## src/rtl/shifter_pkg.sv

```systemverilog
package shifter_pkg;

  typedef enum logic [2:0] {
    OP_LSHL  = 3'd0,
    OP_LSHR  = 3'd1,
    OP_ASHL  = 3'd2,
    OP_ASHR  = 3'd3,
    OP_ROTL  = 3'd4,
    OP_ROTR  = 3'd5,
    OP_PASSA = 3'd6,
    OP_PASSB = 3'd7
  } shf_op_e;

  typedef struct packed {
    logic right;   // operate on a reversed word
    logic rotate;  // wrap bits instead of filling
    logic fill;    // fill bit value for shifts
    logic sat;     // amount reaches or passes the width
    logic bypass;  // return the input unchanged
  } shf_ctl_t;

endpackage

```

## src/rtl/shf_ctrl.sv

```systemverilog
module shf_ctrl
  import shifter_pkg::*;
#(
  parameter int WIDTH = 8,
  localparam int AMT_W = $clog2(WIDTH + 1),
  localparam int STG   = $clog2(WIDTH)
) (
  input  logic [2:0]       op,
  input  logic [AMT_W-1:0] amt,
  input  logic             lsb,
  input  logic             msb,
  output shf_ctl_t         ctl,
  output logic [STG-1:0]   ramt
);

  shf_op_e opc;
  assign opc = shf_op_e'(op);

  always_comb begin
    ctl        = '0;
    ctl.sat    = (amt >= AMT_W'(WIDTH));
    unique case (opc)
      OP_LSHL: ctl.fill = 1'b0;
      OP_LSHR: begin ctl.right = 1'b1; ctl.fill = 1'b0; end
      OP_ASHL: ctl.fill = lsb;
      OP_ASHR: begin ctl.right = 1'b1; ctl.fill = msb; end
      OP_ROTL: begin ctl.rotate = 1'b1; ctl.sat = 1'b0; end
      OP_ROTR: begin ctl.rotate = 1'b1; ctl.right = 1'b1; ctl.sat = 1'b0; end
      default: begin ctl.bypass = 1'b1; ctl.sat = 1'b0; end
    endcase
  end

  // rotates wrap the distance; shifts past the width are handled by sat
  assign ramt = ctl.rotate ? STG'(amt % AMT_W'(WIDTH)) : STG'(amt);

endmodule

```

## src/rtl/shf_barrel.sv

```systemverilog
module shf_barrel
  import shifter_pkg::*;
#(
  parameter int WIDTH = 8,
  localparam int STG = $clog2(WIDTH)
) (
  input  logic [WIDTH-1:0] din,
  input  shf_ctl_t         ctl,
  input  logic [STG-1:0]   ramt,
  output logic [WIDTH-1:0] dout
);

  logic [WIDTH-1:0] src;
  logic [WIDTH-1:0] res;
  logic [WIDTH-1:0] stage [STG+1];

  always_comb begin
    for (int i = 0; i < WIDTH; i++)
      src[i] = ctl.right ? din[WIDTH-1-i] : din[i];
  end

  assign stage[0] = src;

  generate
    for (genvar k = 0; k < STG; k++) begin : g_stage
      localparam int SH = 1 << k;
      logic [WIDTH-1:0] moved;
      assign moved = ctl.rotate
                   ? {stage[k][WIDTH-1-SH:0], stage[k][WIDTH-1:WIDTH-SH]}
                   : {stage[k][WIDTH-1-SH:0], {SH{ctl.fill}}};
      assign stage[k+1] = ramt[k] ? moved : stage[k];
    end
  endgenerate

  assign res = ctl.sat ? {WIDTH{ctl.fill}} : stage[STG];

  always_comb begin
    for (int i = 0; i < WIDTH; i++)
      dout[i] = ctl.right ? res[WIDTH-1-i] : res[i];
  end

endmodule

```

## src/rtl/shf_outreg.sv

```systemverilog
module shf_outreg #(
  parameter int WIDTH = 8
) (
  input  logic             clk,
  input  logic             rst,
  input  logic             en,
  input  logic [WIDTH-1:0] d,
  output logic [WIDTH-1:0] q
);

  always_ff @(posedge clk) begin
    if (rst)     q <= '0;
    else if (en) q <= d;
  end

endmodule

```

## src/rtl/shift_unit.sv

```systemverilog
module shift_unit
  import shifter_pkg::*;
#(
  parameter int WIDTH = 8,
  localparam int AMT_W = $clog2(WIDTH + 1),
  localparam int STG   = $clog2(WIDTH)
) (
  input  logic             clk,
  input  logic             rst,
  input  logic             en,
  input  logic [2:0]       op,
  input  logic [AMT_W-1:0] amt,
  input  logic [WIDTH-1:0] din,
  output logic [WIDTH-1:0] q
);

  shf_ctl_t         ctl;
  logic [STG-1:0]   ramt;
  logic [WIDTH-1:0] shifted;
  logic [WIDTH-1:0] nxt;

  shf_ctrl #(.WIDTH(WIDTH)) u_ctrl (
    .op(op), .amt(amt), .lsb(din[0]), .msb(din[WIDTH-1]),
    .ctl(ctl), .ramt(ramt)
  );

  shf_barrel #(.WIDTH(WIDTH)) u_barrel (
    .din(din), .ctl(ctl), .ramt(ramt), .dout(shifted)
  );

  assign nxt = ctl.bypass ? din : shifted;

  shf_outreg #(.WIDTH(WIDTH)) u_reg (
    .clk(clk), .rst(rst), .en(en), .d(nxt), .q(q)
  );

endmodule

```

## config.mk

```make
export PLATFORM = sky130hd
export DESIGN_NAME = shift_unit
export DESIGN_NICKNAME = d
export VERILOG_FILES = /design/src/rtl/shifter_pkg.sv /design/src/rtl/shf_ctrl.sv /design/src/rtl/shf_barrel.sv /design/src/rtl/shf_outreg.sv /design/src/rtl/shift_unit.sv
export SDC_FILE = /design/constraint.sdc
export NUM_CORES = 1
export LEC_CHECK = 0
export ABC_CLOCK_PERIOD_IN_PS = 2500
export BUFFER_PORTS_ARGS = -buffer_cell sky130_fd_sc_hd__clkbuf_2
export CAP_MARGIN = 20
export CORE_UTILIZATION = 40
export CTS_BUF_LIST = sky130_fd_sc_hd__clkbuf_8
export DETAILED_ROUTE_END_ITERATION = 6
export PLACE_DENSITY = 0.72
export SETUP_SLACK_MARGIN = 0.5
export SYNTH_ARGS = -nofsm -noshare
export SYNTH_HDL_FRONTEND = slang
export SYNTH_SLANG_ARGS = --single-unit
```

## constraint.sdc

```tcl
create_clock -name clk -period 2.5 [get_ports clk]
set_clock_uncertainty 0.15 [all_clocks]
set_input_delay 0.125 -clock clk [delete_from_list [all_inputs] [get_ports clk]]
set_output_delay 0.125 -clock clk [all_outputs]
set_load 0.01 [all_outputs]
```

==> impl_metrics.env <==
export IMPL_postRouteWirelength_mm=3.31
export IMPL_core_um2=2500
export IMPL_syn_nets=162
export IMPL_max_freq_mhz=516
export IMPL_diodes=0
export IMPL_yosys_top_cells_area="dfxtp_1 (15%), mux4_2 (13%), nand2_1 (5.9%)"
export IMPL_period_share=0.775
export IMPL_cts_root_buf="clkbuf_8"
export IMPL_yosys_area_top_type_share=0.149
export IMPL_r2r_end="u_reg.q[4]"
export IMPL_met3_usage=0.0537
export IMPL_place_congestion=0.942
export IMPL_rows=18
export IMPL_ys_top_cells_by_count="nand2_1 (17), nor2_1 (15), a21oi_1 (9), nor3_1 (9), dfxtp_1 (8)"
export IMPL_syn_instance_count=144
export IMPL_grt_overflow_total=0
export IMPL_cp_max_fo=5
export IMPL_dp_hpwl_mm=2.62
export IMPL_grt_antenna_before_repair=0
export IMPL_slew_violations=0
export IMPL_track_usage=0.254
export IMPL_finalSetupViolations=0
export IMPL_power_density_nw_per_um2=403
export IMPL_synthArstFlopShare=0
export IMPL_worst_slew_pin_slew_ns=0.723
export IMPL_drtIter0Drc=55
export IMPL_ys_types=40
export IMPL_dp_slack_ns=0.158
export IMPL_place_area_um2=1240
export IMPL_netlist_area_um2=1070
export IMPL_final_hold_viol_count=0
export IMPL_grt_max_degree=15
export IMPL_grt_pass1_wl_mm=5.31
export IMPL_seq_area_frac_synth=0.149
export IMPL_status="complete, no violations"
export IMPL_holdPathEnd="u_reg.q[3]"
export IMPL_clk_latency_ns=0.23
export IMPL_clock_tree_buffer_depth=2
export IMPL_busiest_layer="met2"
export IMPL_vias=1296
export IMPL_layout_drive_gt1_share=0.304
export IMPL_dieArea_um2=2900
export IMPL_ant_nets=0
export IMPL_relSlewSlack=0.512
export IMPL_r2r_start="u_reg.q[4]"
export IMPL_synthFlopType="dfxtp_1"
export IMPL_synth_edff_count=0
export IMPL_holdPathStages=3
export IMPL_syn2layout_area_growth_pct=27.2
export IMPL_dr_pass1_iters=4
export IMPL_utilization=0.547
export IMPL_hold_path_startpoint="rst"
export IMPL_setup_ws_ns=0.563
export IMPL_dp_cells=194
export IMPL_ys_seq_elements=8
export IMPL_final_instance_count_excl_fill=201
export IMPL_yosysMostFrequentCell="nand2_1"
export IMPL_grt_use_met2=0.414
export IMPL_max_cap_viol_count=0
export IMPL_cp_required_ns=2.46
export IMPL_postLayoutCellArea_um2=1370
export IMPL_hold_path_class="input port to flop"
export IMPL_first_global_vias=1138
export IMPL_largest_reg_flops=8
export IMPL_yosys_warnings=0
export IMPL_power_mw=0.551
export IMPL_yosysTopAreaCell="dfxtp_1"
export IMPL_crit_type="input port to flop"
export IMPL_io_buffers=25
export IMPL_end_kind="flop"
export IMPL_peakVddDrop_v=0.000403
export IMPL_grt_use_met1=0.334
export IMPL_timing_hold_ws_ns=0.131
export IMPL_tns_ns=0
export IMPL_rsz0062_at_grt="yes"
export IMPL_syn_area_per_cell_um2=7.46
export IMPL_reg_top3="u_reg.q: 8 flops"
export IMPL_regMostFlops="u_reg.q"
export IMPL_die_w_um=53.8
export IMPL_startpoint="op[1]"
export IMPL_start_kind="input port"
export IMPL_reg2regPathDepth=4
export IMPL_drc_errors=0
export IMPL_nNetsFinal=191
export IMPL_viasPerCell=6.45
export IMPL_wl_per_cell_um=16.4
export IMPL_cts_tree="done"
export IMPL_ios=26
export IMPL_die_h_um=53.8
export IMPL_start_util=0.430
export IMPL_cts_clk_slew_worst_paths_ns=0.05
export IMPL_fillerInstances=243
export IMPL_cts_sinks=8
export IMPL_cts_made_buffers=3
export IMPL_fin_crit_ns=1.94
export IMPL_htree_levels=1
export IMPL_leakage_nw=0.558
export IMPL_worst_r2r_setup_slack_ns=1.42
export IMPL_arrival_ns=1.89
## layer usage
metal  routed length (um)  vias to the layer above
met2                 1640                       67
li1                     -                      613
met3                  241                        6
met4                   38                        0
met5                    0                        -
met1                 1380                      610
## critical path, cell delays in order
cell      delay [ns]
buf_12          0.10
a21boi_4        0.23
buf_6           0.13
mux4_2          0.54
mux2i_2         0.21
o221ai_2        0.14
nor3b_2         0.16
a221o_1         0.25
## power by group
group | internal [mW] | total, mW | switching [mW]
logic | 0.109 | 0.246 | 0.138
registers | 0.142 | 0.149 | 0.00685
clock network | 0.104 | 0.156 | 0.0518
## worst max-delay path by stage
stage,endpoint,slack (ns)
6_report,u_reg.q[0],0.56
5_1_grt,u_reg.q[0],0.46
4_1_cts,u_reg.q[0],0.50
3_5_place_dp,u_reg.q[5],0.16
3_3_place_gp,u_reg.q[2],0.16
2_1_floorplan,u_reg.q[0],0.42
## cells in the final DEF (no fill, tap or decap), drive strengths merged, types with 3 or more instances in the layout
cell,synthesis,layout
a22oi,4,4
a21oi,9,9
clkbuf,6,25
nor2b,3,3
mux4,6,6
dfxtp,8,8
nor4,3,3
nor2,15,15
mux2i,3,3
inv,4,4
a221o,4,4
nor3,9,9
o21ai,6,6
nand2,17,17
nand2b,6,6
nand3,4,4
buf,3,11
o211ai,5,5
## final cells by class
cell class | instances | area, um2 | area share
Clock buffer | 3 | 41.3 | 0.0302
Tap cell | 30 | 37.5 | 0.0274
Sequential cell | 8 | 160 | 0.117
Timing Repair Buffer | 33 | 224 | 0.164
Inverter | 4 | 15.0 | 0.0110
Multi-Input combinational cell | 123 | 890 | 0.651
## timing repair
action,4_1_cts,5_1_grt
gates resized for setup,0,19
setup buffers,3,1
pin swaps,1,3
endpoints found under the setup margin,4,6
hold buffers,0,0
## cell families (layout without fill, tap and decap cells)
| logic type | Yosys count | count (layout) | synth area share |
|---|---|---|---|
| and+or+nand+nor | 64 | 64 | 0.293 |
| AOI/OAI and AO/OA | 49 | 49 | 0.336 |
| buffers and inverters | 13 | 40 | 0.0570 |
| muxes | 10 | 10 | 0.164 |
| DFF | 8 | 8 | 0.149 |
Power figures use the tool's default switching activity.
